--- config.mk ---
export PLATFORM = sky130hd
export DESIGN_NAME = ipi_regblk
export DESIGN_NICKNAME = d
export VERILOG_FILES = /design/src/rtl/ipi_pkg.sv /design/src/rtl/ipi_lane_spread.sv /design/src/rtl/ipi_trig_gen.sv /design/src/rtl/ipi_mask_status.sv /design/src/rtl/ipi_regblk.sv
export SDC_FILE = /design/constraint.sdc
export NUM_CORES = 1
export LEC_CHECK = 0
export BUFFER_PORTS_ARGS = -buffer_cell sky130_fd_sc_hd__clkbuf_2
export CAP_MARGIN = 10
export CORE_MARGIN = 2
export CORE_UTILIZATION = 47
export CTS_CLUSTER_DIAMETER = 50
export CTS_CLUSTER_SIZE = 8
export DETAILED_ROUTE_END_ITERATION = 12
export PLACE_DENSITY_LB_ADDON = 0.12
export REMOVE_ABC_BUFFERS = 1
export SKIP_LAST_GASP = 1
export SYNTH_ARGS = -nofsm -noshare
export SYNTH_HDL_FRONTEND = slang
export SYNTH_SLANG_ARGS = --single-unit
--- constraint.sdc ---
create_clock -name clk -period 2 [get_ports clk]
set_input_delay 0.2 -clock clk [delete_from_list [all_inputs] [get_ports clk]]
set_output_delay 0.2 -clock clk [all_outputs]
set_load 0.02 [all_outputs]
--- src/rtl/ipi_pkg.sv ---
`timescale 1ns/1ps
package ipi_pkg;
  localparam int NCH   = 11;
  localparam int REG_W = 32;

  // lane k lives at bus bit lane_pos(k); all other bits are reserved
  localparam logic [REG_W-1:0] LANE_MASK = 32'h0F0F_0301;

  // word indices (byte offset / 4)
  localparam int IDX_TRIG = 0;
  localparam int IDX_OBS  = 1;
  localparam int IDX_ISR  = 4;
  localparam int IDX_IMR  = 5;
  localparam int IDX_IER  = 6;
  localparam int IDX_IDR  = 7;

  typedef enum logic [2:0] {
    SEL_NONE, SEL_TRIG, SEL_OBS, SEL_STAT, SEL_MASK, SEL_UNMASK, SEL_DOMASK
  } reg_sel_e;

  function automatic int lane_pos(input int k);
    case (k)
      0:       return 0;
      1:       return 8;
      2:       return 9;
      3:       return 16;
      4:       return 17;
      5:       return 18;
      6:       return 19;
      7:       return 24;
      8:       return 25;
      9:       return 26;
      default: return 27;
    endcase
  endfunction
endpackage

--- src/rtl/ipi_lane_spread.sv ---
`timescale 1ns/1ps
module ipi_lane_spread
  import ipi_pkg::*;
(
  input  logic [NCH-1:0]   lanes,
  output logic [REG_W-1:0] word
);
  always_comb begin
    word = '0;
    for (int k = 0; k < NCH; k++) begin
      word[lane_pos(k)] = lanes[k];
    end
  end
endmodule

--- src/rtl/ipi_trig_gen.sv ---
`timescale 1ns/1ps
module ipi_trig_gen
  import ipi_pkg::*;
(
  input  logic           clk,
  input  logic           rst_n,
  input  logic           fire,
  input  logic [NCH-1:0] lanes,
  output logic [NCH-1:0] pulse
);
  logic [NCH-1:0] pulse_d, pulse_q;

  // a pulse is never held: next state is zero unless a write fires
  always_comb begin
    pulse_d = fire ? lanes : '0;
  end

  always_ff @(posedge clk or negedge rst_n) begin
    if (!rst_n) pulse_q <= '0;
    else        pulse_q <= pulse_d;
  end

  assign pulse = pulse_q;
endmodule

--- src/rtl/ipi_mask_status.sv ---
`timescale 1ns/1ps
module ipi_mask_status
  import ipi_pkg::*;
(
  input  logic           clk,
  input  logic           rst_n,
  input  logic [NCH-1:0] db_in,
  input  logic           clr_en,
  input  logic           unmask_en,
  input  logic           mask_en,
  input  logic [NCH-1:0] lanes,
  output logic [NCH-1:0] isr,
  output logic [NCH-1:0] imr
);
  logic [NCH-1:0] isr_d, isr_q, imr_d, imr_q;
  logic [NCH-1:0] clr_bits;
  logic           imr_ce;

  always_comb begin
    clr_bits = clr_en ? lanes : '0;
    // set after clear: an arriving doorbell beats a same-edge clear
    isr_d    = (isr_q & ~clr_bits) | db_in;
    imr_ce   = unmask_en | mask_en;
    imr_d    = imr_q;
    if (unmask_en)    imr_d = imr_q & ~lanes;
    else if (mask_en) imr_d = imr_q | lanes;
  end

  always_ff @(posedge clk or negedge rst_n) begin
    if (!rst_n) isr_q <= '0;
    else        isr_q <= isr_d;
  end

  always_ff @(posedge clk or negedge rst_n) begin
    if (!rst_n)      imr_q <= '1;
    else if (imr_ce) imr_q <= imr_d;
  end

  assign isr = isr_q;
  assign imr = imr_q;
endmodule

--- src/rtl/ipi_regblk.sv ---
`timescale 1ns/1ps
module ipi_regblk
  import ipi_pkg::*;
#(
  parameter int ADDR_W = 8
) (
  input  logic              clk,
  input  logic              rst_n,
  input  logic              bus_wr,
  input  logic [ADDR_W-1:0] bus_addr,
  input  logic [REG_W-1:0]  bus_wdata,
  output logic [REG_W-1:0]  bus_rdata,
  input  logic [NCH-1:0]    db_in,
  input  logic [NCH-1:0]    obs_in,
  output logic [NCH-1:0]    trig_out,
  output logic [NCH-1:0]    obs_out,
  output logic              irq
);
  localparam int SEL_W = ADDR_W - 2;

  reg_sel_e       sel;
  logic [NCH-1:0] wlanes, rd_lanes;
  logic [NCH-1:0] obs_d, obs_q;
  logic [NCH-1:0] isr_q, imr_q;
  logic           we_trig, we_stat, we_unmask, we_domask;

  // address decode: only word-aligned mapped offsets select a register
  always_comb begin
    sel = SEL_NONE;
    if (bus_addr[1:0] == 2'b00) begin
      case (bus_addr[ADDR_W-1:2])
        SEL_W'(IDX_TRIG): sel = SEL_TRIG;
        SEL_W'(IDX_OBS):  sel = SEL_OBS;
        SEL_W'(IDX_ISR):  sel = SEL_STAT;
        SEL_W'(IDX_IMR):  sel = SEL_MASK;
        SEL_W'(IDX_IER):  sel = SEL_UNMASK;
        SEL_W'(IDX_IDR):  sel = SEL_DOMASK;
        default:          sel = SEL_NONE;
      endcase
    end
  end

  // gather the sparse write bits into compact lanes
  for (genvar k = 0; k < NCH; k++) begin : g_gather
    assign wlanes[k] = bus_wdata[lane_pos(k)];
  end

  assign we_trig   = bus_wr && (sel == SEL_TRIG);
  assign we_stat   = bus_wr && (sel == SEL_STAT);
  assign we_unmask = bus_wr && (sel == SEL_UNMASK);
  assign we_domask = bus_wr && (sel == SEL_DOMASK);

  ipi_trig_gen u_trig (
    .clk   (clk),
    .rst_n (rst_n),
    .fire  (we_trig),
    .lanes (wlanes),
    .pulse (trig_out)
  );

  ipi_mask_status u_stat (
    .clk       (clk),
    .rst_n     (rst_n),
    .db_in     (db_in),
    .clr_en    (we_stat),
    .unmask_en (we_unmask),
    .mask_en   (we_domask),
    .lanes     (wlanes),
    .isr       (isr_q),
    .imr       (imr_q)
  );

  // target pending levels are sampled every clock
  always_comb obs_d = obs_in;

  always_ff @(posedge clk or negedge rst_n) begin
    if (!rst_n) obs_q <= '0;
    else        obs_q <= obs_d;
  end

  always_comb begin
    case (sel)
      SEL_OBS:  rd_lanes = obs_q;
      SEL_STAT: rd_lanes = isr_q;
      SEL_MASK: rd_lanes = imr_q;
      default:  rd_lanes = '0;
    endcase
  end

  ipi_lane_spread u_spread (
    .lanes (rd_lanes),
    .word  (bus_rdata)
  );

  assign obs_out = isr_q;
  assign irq     = |(isr_q & ~imr_q);
endmodule

Yosys cells after proc, flatten, opt, wreduce, memory -nomap -nowiden
Cells that the tools add are included.

Flip-flop bits (word level): 44. Latch bits: 0. Bits in writable memories: 0. Memory bits (read-only): 0. Output and inout port bits: 55. Logic and storage cells: 40. Memories: 0.

$add $sub $neg: 0. Multipliers: 0. Div/mod/pow operators: 0. Order comparisons: 0. Equal/unequal tests: 11. Shift operators: 0. Multiplexer cells: 7. Bitwise logic cells: 9. Reduce and logical (&&, ||, !) cells: 9.

Operator list (number): $mux 11 (4); $and 11x11->11 (3); $not 11->11 (3); $pmux 11 s3 (1); $eq 6x3->1 const B (4); $or 11x11->11 (2); $pmux 3 s6 (1); $reduce_or 11->1 (1); $eq 3x3->1 const B (3); $eq 3x2->1 const B (2); $eq 6x1->1 const B (1); $logic_not 6->1 (1); $logic_and 1x1->1 (4); $eq 3x1->1 const B (1); $mux 3 (1); $logic_not 2->1 (1); $reduce_and 2->1 (1); $reduce_bool 2->1 (1); $or 1x1->1 (1).

Logic depth before layout (Yosys ltp)
Gate-level depths: netlist of run 1.

Depth in word-level cells: 9. Gate-level depth with buffers: 6. Depth with buffers taken out: 4.

Modules after synthesis
Synthesis of run 1 repeated with hierarchy kept, for this count alone.

Cell total of the unflattened synthesis: 204. Area, all modules: 2144.6 µm².

By module, submodules not included: ipi_mask_status (instances 1, cells an instance 69, area an instance 822.0 µm², sequential area each 564.3 µm²); ipi_regblk (instances 1, cells an instance 79, area an instance 723.2 µm², sequential area each 275.3 µm²); ipi_trig_gen (instances 1, cells an instance 23, area an instance 355.3 µm², sequential area each 275.3 µm²); ipi_lane_spread (instances 1, cells an instance 33, area an instance 244.0 µm², sequential area each 0.0 µm²).

Worst setup path before layout of run 1
Ideal clock, no wire load.

Path kind: input-to-output. From: input bus_addr[2]. To: output bus_rdata[16]. Arrival time: 1.290 ns. Required time: 1.800 ns. Slack: 0.510 ns. Stages: 5. Cells stage by stage: clkbuf_1 buf_2 mux2_2 a22oi_1 nor2_1.

Cells in the longest elaborated chain, start to end: 5. Elaborated cells between the ends (all ways): 12. Those cells by class: eq/ne (8); mux (3); reduce/logical (1).

RTL lines: start, declared (RTL line ipi_regblk.sv:10) `input logic [ADDR_W-1:0] bus_addr,`; $eq 6x3->1, or another cell as far along (RTL line ipi_regblk.sv:31) `case (bus_addr[ADDR_W-1:2])`; $pmux 3 s6 (*) (RTL line ipi_regblk.sv:31); $mux 3 (*) (RTL line ipi_regblk.sv:30) `if (bus_addr[1:0] == 2'b00) begin`; $eq 3x3->1 / $eq 3x2->1 (equally long branches) (RTL line ipi_regblk.sv:82) `case (sel)`; $pmux 11 s3 (*) (RTL line ipi_regblk.sv:82); end, declared (RTL line ipi_regblk.sv:12) `output logic [REG_W-1:0] bus_rdata,`.

Mark *: on every way between the ends. The rest lies on a longest branch, timed or not.

==> run metrics, run 1 <==
fillcell total 384; Non-Filler Instances ~350; chip height a little over 70 µm; Post-Route WL roughly 4700 µm; setup slack, reg-to-reg between 1 and 1.5 ns; Final min period between 1.5 and 2 ns; GPL Wtd Cong just under 0.8; final worst slack 0.101 ns; top post-synthesis cells by area dfrtp_1 (39%), dfstp_2 (14%), buf_4 (7.9%), nand2_1 (5.6%), mux2_1 (5.4%); share of the synthesized area in the top cell type ~39%; outcome finished clean; register area share after synthesis 53.2%; routed len/inst roughly 14 µm; fin crit share 95.0%; placed cell area between 2000 and 2500 µm²; Port-buffer cells 77; fmax approximately 0.53 GHz; maximum number of pins on one net before global-route repair 34; peak supply drop 397 µV; most frequent cells in the layout clkbuf_2 (77), dfrtp_1 (33), nand2_1 (31); area of the multi-input gates 807 µm²; via count 1675; layout cells sized above 1 about two fifths; commonest non-fill, non-tap cell in the layout clkbuf_2; gr usage total about a fifth; Design Area, Final 2680 µm²; root buffer cell clkbuf_8; Total Die Area between 5000 and 6000 µm²; pre-CTS WS about 0.24 ns; Avg Synthesized Cell Area 10.5 µm²; Synth cell types 28; WP data required around 1.8 ns; Setup-failing EPs final 0; Initial Utilization between 40 and 50%; Synth-to-Final Area Change 28.0%; Layout Utilization between 60 and 70%; Post-synth EDFFs 0; placed cell count 330; final setup TNS 0 ns; drt drc 0; initial antenna violation count 0; Sink Count 44; critical path launch point type flop; Core Box Area approximately 4300 µm²; first-pass iteration count of the detailed router 4; dpl hpwl around 3500 µm; CTS Buf Count 5; post-cts resize count 0; Pwr Density between 600 and 700 nW/µm²; n_diodes 0; Setup CP Type flop to output port; Yosys Warn Count 0; CTS tree built; leakage power about 1.3 nW; final hold violation count 0; max-cap check violation count 0; worst-case clock buffer depth 2; Cells after Synth 200; worst skew pair latency 0.29 ns; first-pass GRT wire length between 7000 and 8000 µm; Die Wd around 71 µm; Top Ports 120; Slew headroom a little under half; FP Rows 24; H-tree levels 2; slew at the pin with the worst max-slew slack around 0.80 ns; RSZ-0062 raised after global routing no; Synth Cell Area around 2100 µm²; total gr overflow 0; CP Max Fanout 3; vias in the first global route between 1500 and 2000; kind of end point of the critical path output port; FF+latch count, synth 44; Slew Limit Fails 0; First DRT Iteration DRCs 44; Async S/R FF share, synth 100%; Worst Skew 0 ns; Reg area between 1000 and 1500 µm²; post-route ant nets 0; arrival time worst endpoint ~1.7 ns; Synth area leader dfrtp_1; Vias/cell around 4.8; clock slew at reported path FFs around 0.08 ns; NumNets Final around 360; Hold Path Class input pin to flop; ys flop type dfrtp_1
==> critical path: stages (launching register included) <==
cell	delay, ns
dfstp_2	0.55
o22ai_1	0.09
nor4_1	0.40
o2111ai_1	0.17
clkbuf_2	0.19
==> worst paths after layout <==
path                          startpoint            end  depth (start not counted)
max reg2reg                         flop           flop                          1
max                                 flop            irq                          4
max in group asynchronous          rst_n  u_stat.isr[5]                          3
min in group asynchronous          rst_n       obs_q[3]                          2
min                           obs_in[10]      obs_q[10]                          1
min reg2reg                u_stat.isr[5]  u_stat.isr[5]                          1
==> metal layers <==
metal  up-vias  global-route usage, %  wire [µm]
li1        816                      -          -
met1       787                   28.0       2100
met2        66                   30.4       2210
met3         6                   5.56        319
met4         0                   6.08         59
met5         -                      0          0
==> layout make-up <==
type	count	share of cell area, %
Sequential cell	44	41.6
Tap cell	52	2.43
Timing Repair Buffer	98	21.1
Clock buffer	8	3.36
Inverter	10	1.40
Multi-Input combinational cell	135	30.1
==> through the flow <==
stage	hold slack, ns	total power [W]
final	0.0107	0.00168
after global routing	0.00531	0.00176
after CTS	0.00181	0.00170
after detailed placement	0.310	0.00111
after global placement	0.309	0.00111
after floorplan	-0.0956	0.00102
==> logic make-up (layout without fill, tap and decap cells) <==
group	count (synthesis)	count (layout)	synth area share (%)
AOI/OAI and AO/OA	36	36	11.6
buffers and inverters	41	116	11.8
DFF	44	44	53.2
muxes	13	13	6.99
other	1	21	0.179
and+or+nand+nor	65	65	16.1
==> report_power, final <==
| group | internal, W | total, W | switching [W] |
|---|---|---|---|
| Sequential | 0.000920 | 0.000931 | 0.0000114 |
| Clock | 0.000282 | 0.000573 | 0.000292 |
| Combinational | 0.0000705 | 0.000178 | 0.000107 |
| Total | 0.00127 | 0.00168 | 0.000410 |
==> cells in the mapped netlist, types with 4 or more instances <==
library cell and count:
a21o_1 11, a22oi_1 11, and2_1 11, buf_4 22
clkbuf_1 5, dfrtp_1 33, dfstp_2 11, inv_1 10
mux2_1 10, nand2_1 31, nor2_1 12, o21ai_0 9
o22ai_1 4
==> what timing repair did <==
| action | CTS | global route |
|---|---|---|
| endpoints found under the hold margin | 28 | 0 |
| buffers inserted | 0 | 0 |
| hold buffers | 9 | 0 |
(Power assumes the default switching activity.)
==> run 2: changes to the inputs <==
--- a/config.mk
+++ b/config.mk
@@ -5,10 +5,12 @@
 export SDC_FILE = /design/constraint.sdc
 export NUM_CORES = 1
 export LEC_CHECK = 0
+export ABC_AREA = 1
+export ABC_CLOCK_PERIOD_IN_PS = 2000
 export BUFFER_PORTS_ARGS = -buffer_cell sky130_fd_sc_hd__clkbuf_2
 export CAP_MARGIN = 10
 export CORE_MARGIN = 2
-export CORE_UTILIZATION = 47
+export CORE_UTILIZATION = 48
 export CTS_CLUSTER_DIAMETER = 50
 export CTS_CLUSTER_SIZE = 8
 export DETAILED_ROUTE_END_ITERATION = 12
==> run metrics, run 2 <==
Synth Cell Area 2250 µm² (+7.6%); Synth-to-Final Area Change 22.4%; overall power 0.00165 W (-1.8%); NumNets Final 433 (+21%); register area share after synthesis 49.5% (-3.8 points); Pwr Density 599 nW/µm² (-4.6%); Final min period 1.79 ns (-0.112 ns); first-pass GRT wire length 8990 µm (+17%); most frequent cell after synthesis nand2_1; arrival time worst endpoint 1.59 ns (-0.11 ns); ys flop type dfrtp_1; dpl hpwl 3870 µm (+10%); Post-synth top cells nand2_1 (73), inv_1 (42), dfrtp_1 (33); CP Max Fanout 11 (+8); XOR/XNOR share of the synthesized area 0% (unchanged); post-synthesis compound-gate area fraction 3.89% (-7.8 points); critical path launch point type input pin; root buffer cell clkbuf_8; FF+latch count, synth 44 (unchanged); Core Box Area 4440 µm² (+2.8%); Non-Filler Instances 420 (+21%); gr usage total 22.2% (+2.2 points); Async S/R FF share, synth 100% (unchanged); Top Ports 120 (unchanged); max-cap check violation count 0 (unchanged); final worst slack 0.213 ns (+0.112 ns); fillcell total 414 (+7.8%); slew at the pin with the worst max-slew slack 0.555 ns (-0.241 ns); Total Die Area 5260 µm² (+5.0%); top post-synthesis cells by area dfrtp_1 (37%), dfstp_2 (13%), nand2_1 (12%), buf_4 (8.3%), inv_1 (7.0%); via count 1994 (+19%); post-synthesis simple-gate area fraction 29.7% (+14 points); pre-CTS WS 0.207 ns (-0.0318 ns); Sink Count 44 (unchanged); Die Wd 72.5 µm (+2.5%); vias in the first global route 1920 (+18%); Setup-failing EPs final 0 (unchanged); H-tree levels 2 (unchanged); internal power 0.00126 W (-1.1%); clock slew at reported path FFs 0.08 ns (about the same); Worst Skew 0 ns (unchanged); Yosys Warn Count 0 (unchanged); kind of end point of the critical path output port; Synth cell types 19 (-32%); postcts setup bufs 0 (unchanged); leakage power 1.62 nW (+21%); largest family of logic cells by synthesized area simple AND/OR/NAND/NOR gates; chip height 72.5 µm (+2.5%); WP data required 1.80 ns (about the same); fmax 0.560 GHz (+6.3%); post-route ant nets 0 (unchanged); Port-buffer cells 77 (unchanged); placed cell count 410 (+24%); maximum number of pins on one net before global-route repair 45 (+32%); share of the synthesized area in the top cell type 36.6% (-2.8 points); First DRT Iteration DRCs 105 (+140%); Avg Synthesized Cell Area 7.96 µm² (-24%); Hold Path Class input pin to asynchronous set/reset pin; clock power share 35.9% (+1.8 points); final setup TNS 0 ns (unchanged); worst skew pair latency 0.29 ns (about the same); RSZ-0062 raised after global routing no; most frequent cells in the layout clkbuf_2 (77), nand2_1 (73), inv_1 (42); peak supply drop 368 µV (-7.2%); CTS tree built; final hold violation count 33 (+33); n_diodes 0 (unchanged); Post-synth EDFFs 0 (unchanged); initial antenna violation count 0 (unchanged); critical path's slowest cell inv_1; Setup CP Type input pin to output port; Synth area leader dfrtp_1; Cells after Synth 283 (+42%); total gr overflow 0 (unchanged); Slew Limit Fails 0 (unchanged); Vias/cell 4.75 (-1.6%); Net Switching 0.000394 W (-4.0%); hold_ws -0.0284 ns (-0.0391 ns); sw frac 23.8% (-0.55 points); Reg power frac 54.8% (-0.6 points); outcome finished, violations left; failing checks negative hold slack; Slew headroom 63.0% (+16 points); CP Cell Sequence clkbuf_2 -> nor2_2 -> nand2_1 -> nor2_2 -> nand4_1 -> inv_1 -> nand2_1 -> nand3_1 -> clkbuf_2; routed len/inst 12.8 µm (-5.3%); Post-Synth Adder-Cell Area 0% (unchanged); multiplexer share of the synthesized area 0% (-7.0 points); drt drc 0 (unchanged); Gate power share 9.3% (-1.3 points); Initial Utilization 50.7% (+2.3 points); FP Rows 24 (unchanged); Post-Route WL 5370 µm (+15%); fin crit share 89.4% (-5.6 points); commonest non-fill, non-tap cell in the layout clkbuf_2; max incr delay on CP 0.38 ns (-0.17 ns); CP startpoint bus_addr[1]; CTS Buf Count 5 (unchanged); worst-case clock buffer depth 2 (unchanged); layout cells sized above 1 31.3% (-7.1 points); first-pass iteration count of the detailed router 4 (unchanged); GPL Wtd Cong 0.848 (+7.9%)
==> run 2: cell types whose count changed in the layout (fill, tap and decap cells not counted), sizes merged, moves of 13 or more <==
cell,delta
nand2,+45
inv,+32
nand4,+23
nor2,+21
nand3,+15
a21oi,+13
mux2,-13
==> run 2: metal layers <==
| layer | GRT usage, % | vias to the layer above | part of all wire [%] |
|---|---|---|---|
| li1 | - | 1012 | - |
| met1 | 31.2 | 906 | 45 |
| met2 | 35.3 | 70 | 47 |
| met3 | 4.58 | 6 | 6.7 |
| met4 | 5.56 | 0 | 1.1 |
| met5 | 0 | - | 0 |
==> run 2: final timing paths <==
check	end	slack (ns)	cells past startpoint
min in group clk	obs_q[3]	0.01	1
setup / recovery	bus_rdata[26]	0.21	9
hold reg to reg	flop	0.49	2
setup reg to reg	flop	1.21	2
max in group asynchronous	asynchronous set/reset pin	1.63	2
hold / removal	u_trig.pulse[10]	-0.03	2
==> run 2: cells by family after synthesis <==
kind of cell | count (synthesis)
other | 1
flip-flops | 44
AO/OA/AOI/OAI | 16
AND/OR/NAND/NOR | 148
buffers and inverters | 74
==> run 2: final cells by class <==
class | count | area [µm²] | share of cell area, %
clock buffer | 7 | 96.3 | 3.49
inverter | 42 | 158 | 5.71
multi-input combinational | 185 | 835 | 30.2
sequential | 44 | 1110 | 40.4
tap | 52 | 65.1 | 2.36
timing repair buffer | 90 | 490 | 17.8
==> run 2: worst max-delay path: cells and delay by family <==
family | cells | cell delay (ns)
AND/OR/NAND/NOR | 6 | 0.75
buffers and inverters | 3 | 0.63
==> run 2: what timing repair did <==
action / CTS / global route
gates resized for setup: 0 / 0
hold buffers: 0 / 3
endpoints found under the hold margin: 0 / 3
==> run 2: through the flow <==
step                      area (µm²)  hold slack [ns]  utilization (%)
after floorplan                 2110          -0.0956                -
after global placement          2630            0.309             59.2
after detailed placement        2630            0.310             59.2
after CTS                       2730         0.000164             61.4
after global routing            2760          0.00140             62.1
final                           2760          -0.0284             62.1
==> run 2: power by group through the flow <==
| stage | Clock (W) | Combinational (W) | Sequential [W] |
|---|---|---|---|
| floorplan | 0 | 0.0000701 | 0.000923 |
| global placement | 0 | 0.000147 | 0.000923 |
| detailed placement | 0 | 0.000149 | 0.000923 |
| CTS | 0.000606 | 0.000149 | 0.000906 |
| global route | 0.000648 | 0.000172 | 0.000907 |
| finish | 0.000594 | 0.000153 | 0.000906 |
